## src/rtl/edo_rd_pkg.sv

```systemverilog
package edo_rd_pkg;
  localparam int MAX_BURST = 4;
  localparam int LEN_W = $clog2(MAX_BURST);
  // longest span: setup 5 + delay 4 + 2 per word + precharge 4
  localparam int MAX_SPAN = 5 + 4 + 2 * MAX_BURST + 4;
  localparam int CNT_W = $clog2(MAX_SPAN + 2);

  typedef enum logic {ST_IDLE, ST_BUSY} seq_state_t;

  typedef struct packed {
    logic             accept;
    logic             rasLo;
    logic             casLo;
    logic             selCol;
    logic [LEN_W-1:0] colIdx;
    logic             capture;
    logic             finish;
  } edo_strobe_t;
endpackage

```

## src/rtl/edo_rd_ctrl.sv

```systemverilog
module edo_rd_ctrl
  import edo_rd_pkg::*;
(
  input  logic                 clk,
  input  logic                 rst_n,
  input  logic                 reqValid,
  input  logic [LEN_W-1:0]     reqLenM1,
  input  logic [1:0]           cycleSel,
  input  logic [1:0]           rowSel,
  input  logic                 rcdFast,
  output logic                 reqReady,
  output edo_strobe_t          strobe
);
  seq_state_t state;
  logic [CNT_W-1:0] tick, sT, dT, pT, cT;
  logic [LEN_W-1:0] lenM1;
  logic [CNT_W-1:0] k, rcdEnd, rasRise, prechEnd, readyAt, off, idxRaw;
  logic             accept, inRas, inCol, evenPhase;

  function automatic logic [CNT_W-1:0] setupTicks(input logic [1:0] sel);
    case (sel)
      2'b01:   setupTicks = CNT_W'(4);
      2'b10:   setupTicks = CNT_W'(3);
      default: setupTicks = CNT_W'(5);
    endcase
  endfunction

  function automatic logic [CNT_W-1:0] rcdTicks(input logic [1:0] sel, input logic fast);
    if (sel == 2'b01) rcdTicks = CNT_W'(3);
    else              rcdTicks = fast ? CNT_W'(2) : CNT_W'(4);
  endfunction

  function automatic logic [CNT_W-1:0] prechTicks(input logic [1:0] sel);
    case (sel)
      2'b01:   prechTicks = CNT_W'(3);
      2'b10:   prechTicks = CNT_W'(2);
      default: prechTicks = CNT_W'(4);
    endcase
  endfunction

  function automatic logic [CNT_W-1:0] cycTicks(input logic [1:0] sel);
    case (sel)
      2'b01:   cycTicks = CNT_W'(8);
      2'b10:   cycTicks = CNT_W'(6);
      default: cycTicks = CNT_W'(10);
    endcase
  endfunction

  assign reqReady = (state == ST_IDLE);
  assign accept   = reqValid && reqReady;

  // interval index that the next edge starts
  assign k        = tick + CNT_W'(1);
  assign rcdEnd   = sT + dT;
  assign rasRise  = rcdEnd + ((CNT_W'(lenM1) + CNT_W'(1)) << 1);
  assign prechEnd = rasRise + pT;
  assign readyAt  = (prechEnd > cT) ? prechEnd : cT;
  assign off      = k + CNT_W'(1) - rcdEnd;
  assign idxRaw   = off >> 1;
  assign inRas    = (k >= sT) && (k < rasRise);
  assign inCol    = (k + CNT_W'(1) >= rcdEnd) && (k < rasRise);
  assign evenPhase = ~off[0];

  always_comb begin
    strobe = '0;
    if (state == ST_IDLE) begin
      strobe.accept = accept;
    end else begin
      strobe.rasLo   = inRas;
      strobe.selCol  = inCol;
      strobe.colIdx  = (idxRaw > CNT_W'(lenM1)) ? lenM1 : idxRaw[LEN_W-1:0];
      strobe.casLo   = inRas && (k >= rcdEnd) && !evenPhase;
      strobe.capture = (k >= rcdEnd + CNT_W'(2)) && (k <= rasRise) && !evenPhase;
      strobe.finish  = (k == rasRise);
    end
  end

  always_ff @(posedge clk or negedge rst_n) begin
    if (!rst_n) begin
      state <= ST_IDLE;
      tick  <= '0;
      sT    <= '0;
      dT    <= '0;
      pT    <= '0;
      cT    <= '0;
      lenM1 <= '0;
    end else if (state == ST_IDLE) begin
      if (accept) begin
        state <= ST_BUSY;
        tick  <= '0;
        sT    <= setupTicks(rowSel);
        dT    <= rcdTicks(rowSel, rcdFast);
        pT    <= prechTicks(rowSel);
        cT    <= cycTicks(cycleSel);
        lenM1 <= reqLenM1;
      end
    end else begin
      tick <= k;
      if (k == readyAt) state <= ST_IDLE;
    end
  end

  // once taken, a request blocks further acceptance on the next tick
  p_accept_blocks_r9: assert property (@(posedge clk) disable iff (!rst_n)
    accept |=> !reqReady);
  // a burst never outlives its ready point
  p_window_bound_r7: assert property (@(posedge clk) disable iff (!rst_n)
    (state == ST_BUSY) |-> (tick < readyAt));
  // column strobe only inside a row-strobe window
  p_cas_in_ras_r4: assert property (@(posedge clk) disable iff (!rst_n)
    strobe.casLo |-> strobe.rasLo);
endmodule

```

## src/rtl/edo_rd_dpath.sv

```systemverilog
module edo_rd_dpath
  import edo_rd_pkg::*;
#(
  parameter int ADDR_W = 9,
  parameter int DATA_W = 16
) (
  input  logic              clk,
  input  logic              rst_n,
  input  edo_strobe_t       strobe,
  input  logic [ADDR_W-1:0] reqRow,
  input  logic [ADDR_W-1:0] reqCol,
  input  logic [DATA_W-1:0] memData,
  output logic              rasN,
  output logic              casN,
  output logic [ADDR_W-1:0] memAddr,
  output logic              rdValid,
  output logic [DATA_W-1:0] rdData,
  output logic              done
);
  logic [ADDR_W-1:0] rowReg, colReg, addrNext;

  always_comb begin
    if (strobe.accept)      addrNext = reqRow;
    else if (strobe.selCol) addrNext = colReg + ADDR_W'(strobe.colIdx);
    else                    addrNext = rowReg;
  end

  always_ff @(posedge clk or negedge rst_n) begin
    if (!rst_n) begin
      rowReg  <= '0;
      colReg  <= '0;
      memAddr <= '0;
      rasN    <= 1'b1;
      casN    <= 1'b1;
      rdValid <= 1'b0;
      rdData  <= '0;
      done    <= 1'b0;
    end else begin
      if (strobe.accept) begin
        rowReg <= reqRow;
        colReg <= reqCol;
      end
      memAddr <= addrNext;
      rasN    <= ~strobe.rasLo;
      casN    <= ~strobe.casLo;
      rdValid <= strobe.capture;
      done    <= strobe.finish;
      if (strobe.capture) rdData <= memData;
    end
  end

  // address set a tick before the strobe falls and held while low
  p_addr_hold_r4: assert property (@(posedge clk) disable iff (!rst_n)
    !casN |-> $stable(memAddr));
  // each column pulse is one tick wide
  p_cas_width_r4: assert property (@(posedge clk) disable iff (!rst_n)
    $fell(casN) |=> casN);
  // done accompanies the last word and a raised row strobe
  p_done_last_r6: assert property (@(posedge clk) disable iff (!rst_n)
    done |-> (rdValid && rasN && $rose(rasN)));
  // words appear one tick at a time
  p_valid_pulse_r5: assert property (@(posedge clk) disable iff (!rst_n)
    rdValid |=> !rdValid);
endmodule

```

## src/rtl/edo_read_seq.sv

```systemverilog
module edo_read_seq
  import edo_rd_pkg::*;
#(
  parameter int ADDR_W = 9,
  parameter int DATA_W = 16
) (
  input  logic              clk,
  input  logic              rst_n,
  input  logic              reqValid,
  output logic              reqReady,
  input  logic [ADDR_W-1:0] reqRow,
  input  logic [ADDR_W-1:0] reqCol,
  input  logic [1:0]        reqLenM1,
  input  logic [1:0]        cycleSel,
  input  logic [1:0]        rowSel,
  input  logic              rcdFast,
  output logic              rasN,
  output logic              casN,
  output logic [ADDR_W-1:0] memAddr,
  input  logic [DATA_W-1:0] memData,
  output logic              rdValid,
  output logic [DATA_W-1:0] rdData,
  output logic              done
);
  edo_strobe_t strobe;

  edo_rd_ctrl u_ctrl (
    .clk      (clk),
    .rst_n    (rst_n),
    .reqValid (reqValid),
    .reqLenM1 (reqLenM1[LEN_W-1:0]),
    .cycleSel (cycleSel),
    .rowSel   (rowSel),
    .rcdFast  (rcdFast),
    .reqReady (reqReady),
    .strobe   (strobe)
  );

  edo_rd_dpath #(.ADDR_W(ADDR_W), .DATA_W(DATA_W)) u_dpath (
    .clk     (clk),
    .rst_n   (rst_n),
    .strobe  (strobe),
    .reqRow  (reqRow),
    .reqCol  (reqCol),
    .memData (memData),
    .rasN    (rasN),
    .casN    (casN),
    .memAddr (memAddr),
    .rdValid (rdValid),
    .rdData  (rdData),
    .done    (done)
  );

  // precharge keeps the row strobe high whenever a request can be taken
  p_ready_ras_high_r7: assert property (@(posedge clk) disable iff (!rst_n)
    reqReady |-> (rasN && casN));
endmodule

```

## config.mk

```make
export PLATFORM = sky130hd
export DESIGN_NAME = edo_read_seq
export DESIGN_NICKNAME = d
export VERILOG_FILES = /design/src/rtl/edo_rd_pkg.sv /design/src/rtl/edo_rd_ctrl.sv /design/src/rtl/edo_rd_dpath.sv /design/src/rtl/edo_read_seq.sv
export SDC_FILE = /design/constraint.sdc
export NUM_CORES = 1
export LEC_CHECK = 0
export ABC_CLOCK_PERIOD_IN_PS = 5200
export BUFFER_PORTS_ARGS = -buffer_cell sky130_fd_sc_hd__buf_2
export CAP_MARGIN = 0
export CORE_MARGIN = 5
export CORE_UTILIZATION = 41
export CTS_BUF_LIST = sky130_fd_sc_hd__clkbuf_4 sky130_fd_sc_hd__clkbuf_8
export DETAILED_ROUTE_END_ITERATION = 12
export SKIP_CTS_REPAIR_TIMING = 1
export SLEW_MARGIN = 20
export SYNTH_ARGS = -nofsm -noshare
export SYNTH_HDL_FRONTEND = slang
export SYNTH_SLANG_ARGS = --single-unit
export TNS_END_PERCENT = 100
```

## constraint.sdc

```tcl
create_clock -name clk -period 5.2 [get_ports clk]
set_clock_uncertainty 0.05 [all_clocks]
set_input_delay 0.26 -clock clk [delete_from_list [all_inputs] [get_ports clk]]
set_output_delay 0.26 -clock clk [all_outputs]
set_load 0.01 [all_outputs]
```

==> Word-level counts from Yosys, hierarchy flattened <==
Index checks and enable logic that the tools add are counted.
{ "totals": {"out_inout_bits": 30, "latchBits": 0, "rom_bits": 0, "memories": 0, "mem_bits_rw": 0, "register_bits": 75} }
{ "op_classes": {"n_reduce_logical": 9, "div_mod_pow": 0, "order_cmp": 8, "bitwise": 3, "n_addsub": 9, "mux": 16, "shift": 0, "multipliers": 0, "eq_ne": 6} }
{ "op_table": {"columns": ["op", "n"], "rows": [
  ["5-bit greater-or-equal comparator", 4],
  ["5-bit 2-to-1 mux", 4],
  ["9-bit 2-to-1 mux", 2],
  ["5-bit adder", 3],
  ["3-bit case mux with 2 select lines", 2],
  ["5-bit by 1-bit adder with 5-bit output (second input constant)", 2],
  ["5-bit == test", 2],
  ["9-bit by 2-bit adder with 9-bit output", 1],
  ["4-bit case mux with 2 select lines", 1],
  ["1-bit logical AND", 7],
  ["7-bit 2-to-1 mux", 1],
  ["5-bit by 2-bit adder with 5-bit output (second input constant)", 1],
  ["5-bit > comparator", 1],
  ["5-bit <= comparator", 1],
  ["5-bit < comparator", 1],
  ["5-bit subtractor", 1],
  ["2-bit by 1-bit == test with 1-bit output (second input constant)", 2],
  ["2-bit == test (second input constant)", 2],
  ["4-bit by 2-bit > comparator with 1-bit output", 1],
  ["1-bit 2-to-1 mux", 4],
  ["2-bit by 1-bit adder with 3-bit output (second input constant)", 1],
  ["3-bit 2-to-1 mux", 1],
  ["1-bit inverter", 3],
  ["2-bit 2-to-1 mux", 1],
  ["2 further kinds", 2]
]} }

==> Logic depth before layout (Yosys ltp) <==
{ "depth": {"ltp_word": 10, "ltp_mapped": 21, "depth_no_buf": 19} }

==> Modules after synthesis <==
Synthesis repeated with hierarchy kept, for this count alone.
{ "hier_totals": {"cells_unflattened": 389, "area_unflattened_um2": 4068.9} }
{ "by_module_without_submodules": {"columns": ["mod", "instances", "seq_area_each_um2", "area_each_um2", "cells_each"], "rows": [
  ["edo_rd_ctrl", 1, 475.5, 2133.3, 241],
  ["edo_rd_dpath", 1, 1178.6, 1935.6, 148]
]} }

==> Worst setup path after synthesis <==
No wires, ideal clock.
{ "synth_timing": {"path_kind": "register -> register", "from": "register u_ctrl.pT[0] (netlist name)", "to": "register u_dpath.memAddr[6]", "synth_period_minus_slack_ns": 4.363, "required_ns": 5.016, "setup_time_ns": 0.134, "arrival_time_ns": 4.179, "slack_ns": 0.837, "path_stages_with_launch": 20, "path_cell_list": "dfrtp_1 -> ha_1 -> fa_1 -> xor2_1 -> inv_1 -> ha_1 -> xnor2_1 -> ha_1 -> a21oi_1 -> a21oi_1 -> a211oi_2 -> mux2i_1 -> ha_1 -> inv_1 -> fa_1 -> nor2b_1 -> nand4_1 -> xnor2_1 -> mux2i_1 -> o21ai_0"} }
{ "synth_rtl": {"columns": ["item", "line_no", "source"], "rows": [
  ["end signal: assignment", "edo_rd_dpath.sv:43", "memAddr <= addrNext;"],
  ["end: declaration", "edo_rd_dpath.sv:15", "output logic [ADDR_W-1:0] memAddr,"]
]} }

==> flow_metrics.py <==
metrics = {
    "cts": {
        "htreeDepth": 3,
        "cts_buffers": 9,
        "clock_latency_ns": 0.35,
        "cts_tree": "done",
        "clockRootBuffer": "clkbuf_8",
        "clockBufferDepth": 2,
        "cts.clk_slew.worst_paths_ns": 0.08,
        "cts.sinks": 66,
    },
    "cells_and_area": {
        "drive_gt1_share_pct": 25.4,
        "area_delta_synth_final_pct": 17.2,
        "antenna_cells": 0,
        "mostFrequentLayoutCells": "76 x nand2_1, 73 x buf_2, 64 x dfrtp_1, 47 x ha_1, 31 x inv_1",
        "final_common_cell": "nand2_1",
        "fin_nets": 572,
    },
    "floorplan": {
        "initial_utilization_pct": 42.0,
        "row_count": 36,
        "die_w_um": 110,
        "coreArea_sq_mm": 0.00977,
        "fp.dieH_um": 110,
        "io_pins": 74,
        "die-area_sq_mm": 0.0121,
    },
    "synthesis": {
        "synth.cell_area_sq_mm": 0.00410,
        "syn-num-nets": 497,
        "synth_seq_area_share_pct": 40.3,
        "synth-compound-area-share_pct": 12.5,
        "synth_area_leaders": "dfrtp_1 39%, ha_1 14%, nand2_1 7.0%",
        "yosysUniqueCellTypes": 48,
        "synthMuxAreaShare_pct": 8.45,
        "synthAdderAreaFrac_pct": 16.8,
        "syn_inst": 401,
        "avgSynthCellArea_sq_um": 10.2,
        "yosysTopAreaCell": "dfrtp_1",
        "synth-simple-area-share_pct": 12.0,
        "synth-xor-area-share_pct": 5.43,
        "synth_top_family_by_area": "adder cells",
        "ys_ff_latch": 66,
        "yosysWarnings": 0,
        "synth_top_area_share_pct": 39.0,
    },
    "critical_path": {
        "path_class": "register to register",
        "crit_path_max_incr_delay_ns": 0.47,
        "r2r_setup_slack_ns": 0.44,
        "critPathLaunchType": "register",
        "cp-end-kind": "register",
        "cp_cell_sequence": "ha_1 -> fa_1 -> xor2_2 -> inv_1 -> ha_1 -> xnor2_1 -> ha_1 -> a21oi_1 -> a21oi_1 -> a211oi_2 -> mux2i_1 -> ha_1 -> inv_1 -> fa_1 -> nor2b_1 -> nand4_1 -> xnor2_1 -> mux2i_1 -> o21ai_0",
        "crit_slowest_cell": "fa_1",
        "arrival_ns": 4.98,
        "cp.required_ns": 5.42,
        "cp_top_family": "adder cells",
        "cp_max_fo": 5,
        "cp_num_buf_inv": 2,
        "cpMostUsedCell": "ha_1",
    },
    "global_route": {
        "grt_pass1_vias": 3141,
        "grtUsageTotal_pct": 14.9,
        "antenna_found_initial": 0,
        "grt_start_max_net_pins": 67,
        "globalRoute.totalOverflow": 0,
        "grt_pass1_wl_mm": 14.0,
    },
    "detailed_routing": {
        "first_pass_iters": 4,
        "dr.first_iter.drc_count": 123,
        "routed_via_density": 4.96,
        "num_vias": 3045,
        "wl_mm": 8.59,
        "ant_nets": 0,
        "route.detailed.drc": 0,
        "wl_per_cell_um": 14.0,
    },
    "timing": {
        "fin_setup_tns_ns": 0,
        "period_minus_slack_ns": 4.76,
        "min_period_over_period_pct": 91.4,
        "worst_slew_pin_slew_ns": 0.879,
        "finalHoldViolCount": 0,
        "relSlewSlack_pct": 41.3,
        "finalSetupViolCount": 0,
        "drv_slew": 0,
        "fmax_mhz": 210,
        "grt_setup_unrepaired": "false",
    },
    "worst_hold_path": {
        "hold_path_class": "input port to asynchronous set/reset pin",
    },
    "place": {
        "gp_congestion": 0.794,
        "hpwl_mm": 6.30,
        "io_buffers": 73,
    },
    "run": {
        "maxCapViolCount": 0,
    },
    "run_status": {
        "status": "completed",
    },
}
## logic make-up (layout without fill, tap and decap cells)
| kind of cell | after synthesis | after routing |
|---|---|---|
| compound gates | 72 | 72 |
| buf+inv | 44 | 124 |
| fa+ha+maj | 52 | 52 |
| mux | 29 | 29 |
| flops | 66 | 66 |
| simple gates | 115 | 115 |
| xor+xnor | 23 | 23 |
## path summary, 6_finish.rpt
check                                  start  cells after the start                 end
max in group asynchronous              rst_n                      2   u_dpath.rdData[6]
min in group clk                   reqCol[6]                      3   u_dpath.colReg[6]
hold / removal                         rst_n                      2        u_ctrl.state
hold reg to reg            u_dpath.rowReg[8]                      2   u_dpath.rowReg[8]
setup / recovery                u_ctrl.pT[0]                     19  u_dpath.memAddr[6]
setup reg to reg                u_ctrl.pT[0]                     19  u_dpath.memAddr[6]
## metal layers
layer | part of all wire, % | vias to the layer above | global-route usage (%)
met5 | 0 | - | 0
met4 | 2.5 | 0 | 6.50
met3 | 4.4 | 17 | 3.09
met2 | 47 | 72 | 24.2
met1 | 46 | 1451 | 19.2
li1 | - | 1505 | -
## area by class of cell
class / instances / area, sq um
Clock buffer: 9 / 124
Fill cell: 944 / 4960
Tap cell: 133 / 166
Inverter: 31 / 116
Multi-Input combinational cell: 291 / 2280
Clock inverter: 7 / 77.6
Timing Repair Buffer: 77 / 395
Sequential cell: 66 / 1650
## flip-flops by register name (all words and copies together) (netlist names)
name / count
u_dpath.rdData: 16
u_dpath.colReg: 9
u_dpath.memAddr: 9
u_dpath.rowReg: 9
u_ctrl.tick: 5
u_ctrl.cT: 3
u_ctrl.pT: 3
u_ctrl.sT: 3
u_ctrl.dT: 2
u_ctrl.lenM1: 2
u_ctrl.state: 1
u_dpath.casN: 1
u_dpath.done: 1
u_dpath.rasN: 1
u_dpath.rdValid: 1
## through the flow
step	setup WS [ns]	instance area [sq um]	hold slack, ns	utilization [%]	instances
2_1_floorplan	0.837	4100	-0.0856	-	401
3_3_place_gp	0.528	4600	0.399	47.0	598
3_5_place_dp	0.323	4600	0.405	47.0	598
4_1_cts	0.282	4800	0.0251	49.1	614
5_1_grt	0.00571	4810	0.0442	49.2	614
6_report	0.445	4810	0.0321	49.2	614
## cell usage after synthesis, drive strengths merged
cell type	number
o31ai	2
a21boi	3
o211a	1
and3b	1
o21bai	1
a2111oi	2
xnor3	1
buf	5
or2	1
mux2	18
o211ai	3
o311ai	1
nand4b	1
xnor2	15
a211oi	2
dfstp	2
nor2	15
ha	47
nand4	3
xor2	7
nor3	4
mux2i	11
nand3	2
a41oi	3
clkbuf	8
a31oi	1
nand2b	3
a21o	9
a22o	2
inv	31
nor4	1
o21ai	22
nor2b	8
a21oi	11
o21a	6
fa	5
dfrtp	64
a211o	1
a22oi	1
o41ai	1
nand2	76
Power is not shown: default switching activity piles up to over one toggle a cycle in this logic, so the estimate is an artifact.
